==> config.mk <==
export PLATFORM = sky130hd
export DESIGN_NAME = bd_status_writeback
export DESIGN_NICKNAME = d
export VERILOG_FILES = /design/src/rtl/bdwb_pkg.sv /design/src/rtl/bdwb_ctrl.sv /design/src/rtl/bdwb_datapath.sv /design/src/rtl/bd_status_writeback.sv
export SDC_FILE = /design/constraint.sdc
export NUM_CORES = 1
export LEC_CHECK = 0
export ABC_AREA = 1
export BUFFER_PORTS_ARGS = -buffer_cell sky130_fd_sc_hd__buf_2
export CAP_MARGIN = 5
export CORE_MARGIN = 3
export CORE_UTILIZATION = 45
export CTS_CLUSTER_SIZE = 25
export DETAILED_ROUTE_END_ITERATION = 10
export PLACE_DENSITY_LB_ADDON = 0.12
export SYNTH_ARGS = -nofsm -noshare
export SYNTH_HDL_FRONTEND = slang
export SYNTH_HIERARCHICAL = 1
export SYNTH_SLANG_ARGS = --single-unit
==> constraint.sdc <==
create_clock -name clk -period 1.92 [get_ports clk]
set_input_delay 0.384 -clock clk [delete_from_list [all_inputs] [get_ports clk]]
set_output_delay 0.384 -clock clk [all_outputs]
set_load 0.1 [all_outputs]
==> src/rtl/bdwb_pkg.sv <==
package bdwb_pkg;

  typedef enum logic [1:0] {
    DIR_OUT   = 2'b00,
    DIR_IN    = 2'b01,
    DIR_SETUP = 2'b10,
    DIR_RSVD  = 2'b11
  } xferDir_e;

  typedef struct packed {
    logic load;
    logic writeBack;
    logic nak;
  } bdStrobes_t;

  localparam int OwnBit    = 7;
  localparam int ToggleBit = 6;
  localparam int PidHi     = 5;
  localparam int PidLo     = 2;

endpackage

==> src/rtl/bdwb_ctrl.sv <==
module bdwb_ctrl
  import bdwb_pkg::*;
#(
  parameter int CountW = 10,
  localparam int HiW   = CountW - 8,
  localparam int BytesW = CountW + 1
) (
  input  logic              clk,
  input  logic              rstN,
  input  logic              descLoad,
  input  logic              xferDone,
  input  logic [1:0]        xferDir,
  input  logic [BytesW-1:0] xferBytes,
  input  logic              ownNow,
  input  logic [HiW-1:0]    cntHi,
  input  logic [7:0]        cntLo,
  output bdStrobes_t        strobes
);

  logic              isRx;
  logic              dirOk;
  logic              oversize;
  logic              live;
  logic [BytesW-1:0] limit;

  always_comb begin
    limit    = {1'b0, cntHi, cntLo};
    dirOk    = (xferDir != DIR_RSVD);
    isRx     = (xferDir == DIR_OUT) || (xferDir == DIR_SETUP);
    oversize = isRx && (xferBytes > limit);
    live     = xferDone && ownNow && dirOk && !descLoad;
    strobes.load      = descLoad;
    strobes.writeBack = live && !oversize;
    strobes.nak       = live && oversize;
  end

  // a refused packet and an accepted one never coincide
  a_r8_excl: assert property (@(posedge clk) disable iff (!rstN)
    !(strobes.writeBack && strobes.nak));

  // no completion action when the engine does not own the descriptor
  a_r9_unowned: assert property (@(posedge clk) disable iff (!rstN)
    (!ownNow) |-> !(strobes.writeBack || strobes.nak));

endmodule

==> src/rtl/bdwb_datapath.sv <==
module bdwb_datapath
  import bdwb_pkg::*;
#(
  parameter int CountW = 10,
  parameter int AddrW  = 16,
  localparam int HiW   = CountW - 8
) (
  input  logic             clk,
  input  logic             rstN,
  input  bdStrobes_t       strobes,
  input  logic [7:0]       statIn,
  input  logic [7:0]       cntIn,
  input  logic [AddrW-1:0] addrIn,
  input  logic [3:0]       pidIn,
  input  logic [CountW-1:0] movedIn,
  output logic [7:0]       statQ,
  output logic [7:0]       cntQ,
  output logic [AddrW-1:0] addrQ,
  output logic             donePulse,
  output logic             nakPulse
);

  always_ff @(posedge clk) begin
    if (!rstN) begin
      statQ     <= '0;
      cntQ      <= '0;
      addrQ     <= '0;
      donePulse <= 1'b0;
      nakPulse  <= 1'b0;
    end else begin
      donePulse <= strobes.writeBack;
      nakPulse  <= strobes.nak;
      if (strobes.load) begin
        statQ <= statIn;
        cntQ  <= cntIn;
        addrQ <= addrIn;
      end else if (strobes.writeBack) begin
        statQ[OwnBit]         <= 1'b0;
        statQ[PidHi:PidLo]    <= pidIn;
        statQ[HiW-1:0]        <= movedIn[CountW-1:8];
        cntQ                  <= movedIn[7:0];
      end
    end
  end

  // ownership drops and the completion pulse rises on the writeback edge
  a_r3_own_clear: assert property (@(posedge clk) disable iff (!rstN)
    strobes.writeBack |=> (!statQ[OwnBit] && donePulse));

  // the completion pulse lasts a single cycle
  a_r3_one_pulse: assert property (@(posedge clk) disable iff (!rstN)
    donePulse |=> !donePulse);

  // the toggle bit survives a writeback
  a_r4_bit6_kept: assert property (@(posedge clk) disable iff (!rstN)
    strobes.writeBack |=> (statQ[ToggleBit] == $past(statQ[ToggleBit])));

  // a refused packet leaves the whole descriptor as it was
  a_r8_nak_stable: assert property (@(posedge clk) disable iff (!rstN)
    strobes.nak |=> ($stable(statQ) && $stable(cntQ) && nakPulse));

  // the address only moves on a load
  a_r12_addr_hold: assert property (@(posedge clk) disable iff (!rstN)
    !strobes.load |=> $stable(addrQ));

endmodule

==> src/rtl/bd_status_writeback.sv <==
module bd_status_writeback
  import bdwb_pkg::*;
#(
  parameter int CountW = 10,
  parameter int AddrW  = 16,
  localparam int HiW    = CountW - 8,
  localparam int BytesW = CountW + 1
) (
  input  logic              clk,
  input  logic              rstN,
  input  logic              descLoad,
  input  logic [7:0]        descStatIn,
  input  logic [7:0]        descCntIn,
  input  logic [AddrW-1:0]  descAddrIn,
  input  logic              xferDone,
  input  logic [1:0]        xferDir,
  input  logic [3:0]        xferPid,
  input  logic [BytesW-1:0] xferBytes,
  output logic [7:0]        bdStat,
  output logic [7:0]        bdCnt,
  output logic [AddrW-1:0]  bdAddr,
  output logic              bdOwned,
  output logic              wbDone,
  output logic              nakOut,
  output logic              cfgKeep,
  output logic              cfgNoInc,
  output logic              cfgSync,
  output logic              cfgStall,
  output logic              cfgToggleExp
);

  bdStrobes_t strobes;
  logic [7:0] statQ;
  logic [7:0] cntQ;

  bdwb_ctrl #(.CountW(CountW)) u_ctrl (
    .clk       (clk),
    .rstN      (rstN),
    .descLoad  (descLoad),
    .xferDone  (xferDone),
    .xferDir   (xferDir),
    .xferBytes (xferBytes),
    .ownNow    (statQ[OwnBit]),
    .cntHi     (statQ[HiW-1:0]),
    .cntLo     (cntQ),
    .strobes   (strobes)
  );

  bdwb_datapath #(.CountW(CountW), .AddrW(AddrW)) u_dp (
    .clk       (clk),
    .rstN      (rstN),
    .strobes   (strobes),
    .statIn    (descStatIn),
    .cntIn     (descCntIn),
    .addrIn    (descAddrIn),
    .pidIn     (xferPid),
    .movedIn   (xferBytes[CountW-1:0]),
    .statQ     (statQ),
    .cntQ      (cntQ),
    .addrQ     (bdAddr),
    .donePulse (wbDone),
    .nakPulse  (nakOut)
  );

  always_comb begin
    bdStat       = statQ;
    bdCnt        = cntQ;
    bdOwned      = statQ[OwnBit];
    cfgKeep      = statQ[OwnBit] & statQ[5];
    cfgNoInc     = statQ[OwnBit] & statQ[4];
    cfgSync      = statQ[OwnBit] & statQ[3];
    cfgStall     = statQ[OwnBit] & statQ[2];
    cfgToggleExp = statQ[OwnBit] & statQ[3] & statQ[ToggleBit];
  end

  // a completion on an unowned descriptor changes nothing
  a_r9_no_effect: assert property (@(posedge clk) disable iff (!rstN)
    (xferDone && !bdOwned && !descLoad) |=> ($stable(bdStat) && $stable(bdCnt) && !wbDone && !nakOut));

  // decoded settings vanish once ownership is gone
  a_r10_cfg_gated: assert property (@(posedge clk) disable iff (!rstN)
    !bdOwned |-> !(cfgKeep || cfgNoInc || cfgSync || cfgStall || cfgToggleExp));

  // a load shows the firmware values on the next cycle
  a_r2_load: assert property (@(posedge clk) disable iff (!rstN)
    descLoad |=> (bdStat == $past(descStatIn) && bdCnt == $past(descCntIn)));

endmodule

# After elaboration in Yosys (flattened, before gate mapping)
# Cells that the tools add are included.
word_totals:
  regBits: 34
  wordCells: 31
  in_bits: 53
  output_inout_bits: 40
op_classes:
  n_reduce_logical: 11
  bitwise_logic: 5
  muxes: 6
  n_eq_ne: 2
  magnitude_cmp: 1
ops:
  columns: ["operator", "count"]
  rows:
  - ["$mux W8", 2]
  - ["$mux W6", 2]
  - ["$gt A11 B10 Y1", 1]
  - ["$logic_and A1 B1 Y1", 6]
  - ["$and A1 B1 Y1", 5]
  - ["$eq A2 B2 Y1 const B", 1]
  - ["$logic_not A1 Y1", 2]
  - ["$logic_not A2 Y1", 1]
  - ["$mux W1", 2]
  - ["$ne A2 B2 Y1 const B", 1]
  - ["$reduce_bool A2 Y1", 1]
  - ["$logic_or A1 B1 Y1", 1]

# Longest topological paths before layout
logic_depth:
  depth_word: 7
  depth_mapped: 16
  depth_no_buf: 14

# Hierarchy
# Netlist, hierarchy kept.
modules_own_cells:
  columns: ["module", "cells_each", "seq_area_each_um2", "n_inst", "area_per_inst_um2"]
  rows:
  - ["bdwb_datapath", 191, 680.7, 1, 1397.6]
  - ["bdwb_ctrl", 66, 0.0, 1, 360.3]
  - ["bd_status_writeback", 11, 0.0, 1, 50.0]

# Least setup slack after synthesis
# OpenSTA, ideal clock, no wires.
synth_timing:
  path_type: "register to register"
  from: "reg u_dp.statQ[1]"
  to: "reg u_dp.cntQ[0]"
  required_ns: 1.811
  setup_slack_ns: -0.594
  path_stages_with_launch: 17
  path_buffers: 2
  period_less_slack_ns: 2.514
  arrival_ns: 2.405
  setup_ns: 0.109
  cell_sequence: "dfxtp_1 inv_1 ha_1 nand2_1 inv_2 nand2_1 inv_1 nand2_1 nand3_2 a21oi_1 buf_4 nor2_8 buf_6 nand2_1 nand3_1 nand2_1 inv_1"
synth_rtl:
  columns: ["element", "line_no", "source"]
  rows:
  - ["start, declared", "bdwb_datapath.sv:16", "output logic [7:0] statQ,"]
  - ["start signal, assigned", "bdwb_datapath.sv:34", "statQ <= statIn;"]
  - ["start signal, assigned by index", "bdwb_datapath.sv:39", "statQ[PidHi:PidLo] <= pidIn;"]
  - ["start signal, assigned by index", "bdwb_datapath.sv:40", "statQ[HiW-1:0] <= movedIn[CountW-1:8];"]
  - ["end signal, assigned", "bdwb_datapath.sv:35", "cntQ <= cntIn;"]
  - ["end signal, assigned", "bdwb_datapath.sv:41", "cntQ <= movedIn[7:0];"]
  - ["end, declared", "bdwb_datapath.sv:17", "output logic [7:0] cntQ,"]

==> flow_metrics.py <==
metrics = {
    "yosys": {
        "synth_xor_area_share_pct": 0,
        "ys_ff_latch": 34,
        "syn_area_per_cell_um2": 6.75,
        "synth.distinct_cells": 22,
        "ys_seq_area_share_pct": 37.6,
        "synth-compound-area-share_pct": 6.23,
        "synth_simple_gate_area_share_pct": 34.3,
        "netlist_area_um2": 1810,
        "yosysTopAreaCellShare_pct": 37.6,
        "yosysTopAreaCell": "dfxtp_1",
        "synthMuxAreaShare_pct": 0,
        "syn_nets": 331,
        "yosys_warnings": 6,
        "synth_fa_ha_area_share_pct": 6.92,
        "synth_top_family_by_area": "simple AND/OR/NAND/NOR gates",
        "syn_inst": 268,
        "synth_area_leaders": "dfxtp_1 38%, nand2_1 15%, nor2_1 8.3%, nand3_1 8.0%, inv_1 7.9%",
    },
    "critical_path": {
        "crit_fanout": 7,
        "critPathCaptureType": "register",
        "required_ns": 2.14,
        "worstSetupStartpointType": "register",
        "crit_type": "register to register",
        "cp_data_arrival_time_ns": 2.06,
    },
    "floorplan": {
        "die-area_um2": 4810,
        "die_y_um": 69.4,
        "io-pin-count": 93,
        "core_area_um2": 3770,
        "start_util_pct": 47.9,
        "die_w_um": 69.4,
        "rows": 22,
    },
    "final_layout": {
        "layout-drive-gt1-share_pct": 44.3,
        "nFillCells": 329,
        "n_antenna_cell": 0,
        "fin_cells": 407,
        "nNetsFinal": 421,
        "syn2layout_area_growth_pct": 40.8,
    },
    "clocking": {
        "cts.sinks": 34,
        "cts_buffers": 5,
        "path_clk_slew_ns": 0.07,
        "clkLatencyLatePin_ns": 0.28,
        "clockBufferDepth": 2,
        "htreeDepth": 2,
        "postCtsHoldBufs": 0,
        "cts_tree": "built",
        "cts-root-buf": "clkbuf_8",
    },
    "grt": {
        "antenna_found_initial": 0,
        "grt_overflow": 0,
        "grt_pass1_vias": 1755,
        "grt_pass1_wl_um": 7630,
        "grt_start_max_net_pins": 35,
        "grt_use_total_pct": 19.1,
    },
    "sta": {
        "maxSlewHeadroom_pct": 63.0,
        "setup_viol": 0,
        "rsz0062_at_grt": "yes",
        "period_share_pct": 95.6,
        "postLayoutSetupSlackWorst_ns": 0.0846,
        "hold_viol": 0,
        "fmax_mhz": 545,
        "finClkSkew_ns": 0.00367,
        "worstMarginPinSlew_ns": 0.555,
        "min_period_ns": 1.84,
        "slew_violations": 0,
    },
    "drt": {
        "drcViolationCount": 0,
        "firstDrtPassIters": 4,
        "via_per_inst": 4.71,
        "initialDrtViolationCount": 108,
        "wire_per_inst_um": 11.4,
        "detail-route-antenna-nets": 0,
        "wirelength_um": 4640,
        "num_vias": 1915,
    },
    "placement": {
        "port_buffers": 92,
        "pre_cts_slack_ns": -0.0320,
        "dp_cells": 397,
        "dp_hpwl_um": 3310,
        "gp_congestion": 0.759,
    },
    "status": {
        "outcome": "complete, no violations",
    },
    "run": {
        "cap_violations": 0,
    },
    "power_and_ir_drop": {
        "cellPowerDensity_nw_per_um2": 776,
        "worst_ir_drop_vdd_mv": 0.656,
        "leakage_uw": 0.00143,
    },
    "hold_path": {
        "holdCritPathClass": "input pin to register",
    },
}
## cells in the mapped netlist, drive strengths merged
| cell type | number |
|---|---|
| dfxtp | 34 |
| nand3 | 30 |
| a21oi | 4 |
| clkbuf | 1 |
| o21ai | 17 |
| ha | 10 |
| inv | 40 |
| nand2 | 71 |
| clkinv | 1 |
| nand4 | 1 |
| a21boi | 1 |
| buf | 14 |
| nand3b | 1 |
| nor2 | 43 |
## cells by family (layout without fill, tap and decap cells)
logic type / after synthesis / after routing
AOI/OAI and AO/OA: 22 / 22
adders and majority gates: 10 / 10
buffers and inverters: 56 / 146
DFF: 34 / 34
and+or+nand+nor: 146 / 147
## cell type report
cell class | count | area [um^2] | area share, %
Multi-Input combinational cell | 179 | 1010 | 39.6
Sequential cell | 34 | 723 | 28.4
Timing Repair Buffer | 97 | 505 | 19.9
Inverter | 41 | 155 | 6.10
Clock buffer | 6 | 82.6 | 3.24
Tap cell | 48 | 60.1 | 2.36
Clock inverter | 2 | 11.3 | 0.442
## power breakdown
group | internal, uW | leakage [uW] | switching [uW]
registers | 745 | 0.000290 | 27.8
clock network | 289 | 0.0000515 | 262
logic | 155 | 0.00109 | 496
total | 1190 | 0.00143 | 786
## critical path: stages, from the launching register on
cell and delay, ns:
dfxtp_4 0.36, inv_2 0.04, ha_4 0.26, nand2_1 0.05, inv_1 0.05, nand2_1 0.07
nor2_2 0.11, nand2_1 0.06, nand3_2 0.10, a21oi_4 0.07, buf_6 0.14, nor2_4 0.20
nand2_1 0.09, nand3_1 0.08, nand2_1 0.05, inv_1 0.06
## registers in the layout (all words and copies together) (netlist names)
| register | flops |
|---|---|
| u_dp/donePulse | 1 |
| u_dp/addrQ | 16 |
| u_dp/cntQ | 8 |
| u_dp/statQ | 8 |
| u_dp/nakPulse | 1 |
## stage by stage
step | hold slack, ns | area [um^2] | TNS, ns | util (%) | total power, uW
2_1_floorplan | 0.515 | 1960 | -0.00923 | - | 1300
3_3_place_gp | 0.469 | 2400 | 0 | 63.6 | 1420
6_report | 0.320 | 2540 | 0 | 67.5 | 1980
4_1_cts | 0.308 | 2490 | 0 | 66.1 | 1990
3_5_place_dp | 0.477 | 2400 | -0.136 | 63.6 | 1430
5_1_grt | 0.318 | 2540 | -0.0812 | 67.5 | 2070
## repair_timing
action,in CTS,in global routing
resized for setup,0,10
endpoints found under the setup margin,0,14
endpoints found under the hold margin,0,0
buffers inserted,0,1
## final timing paths
path / startpoint / endpoint / slack, ns / cells past startpoint
hold / removal: descAddrIn[10] / u_dp/addrQ[10] / 0.32 / 3
hold reg to reg: u_dp/addrQ[10] / u_dp/addrQ[10] / 0.49 / 2
setup / recovery: u_dp/cntQ[4] / u_dp/cntQ[0] / 0.08 / 15
setup reg to reg: u_dp/cntQ[4] / u_dp/cntQ[0] / 0.08 / 15
## cell usage in the layout (no fill, tap or decap)
| master | count |
|---|---|
| nand3_2 | 1 |
| nand4_1 | 1 |
| o21ai_0 | 16 |
| inv_2 | 14 |
| nand3b_1 | 1 |
| dfxtp_4 | 9 |
| nor2_2 | 2 |
| dfxtp_2 | 7 |
| nor2_4 | 2 |
| buf_2 | 92 |
| ha_1 | 2 |
| nand2_1 | 64 |
| a21boi_1 | 1 |
| inv_4 | 1 |
| dfxtp_1 | 18 |
| buf_4 | 3 |
| clkbuf_8 | 6 |
| nor2_8 | 1 |
| a21oi_4 | 1 |
| a21oi_1 | 2 |
| ha_4 | 8 |
| inv_1 | 26 |
| nand2_2 | 7 |
| a21oi_2 | 1 |
| clkinv_2 | 2 |
| o21ai_1 | 1 |
| nor2_1 | 39 |
| nand3_1 | 29 |
| buf_6 | 2 |
## per-layer routing
layer  wire, um  vias up  GRT usage (%)
met3        381        8           6.23
met2       2150       68           30.6
li1           -     1000              -
met5          0        -              0
met4         63        0           7.38
met1       2050      839           23.7
Note: power is estimated with default switching activity, not from simulation.
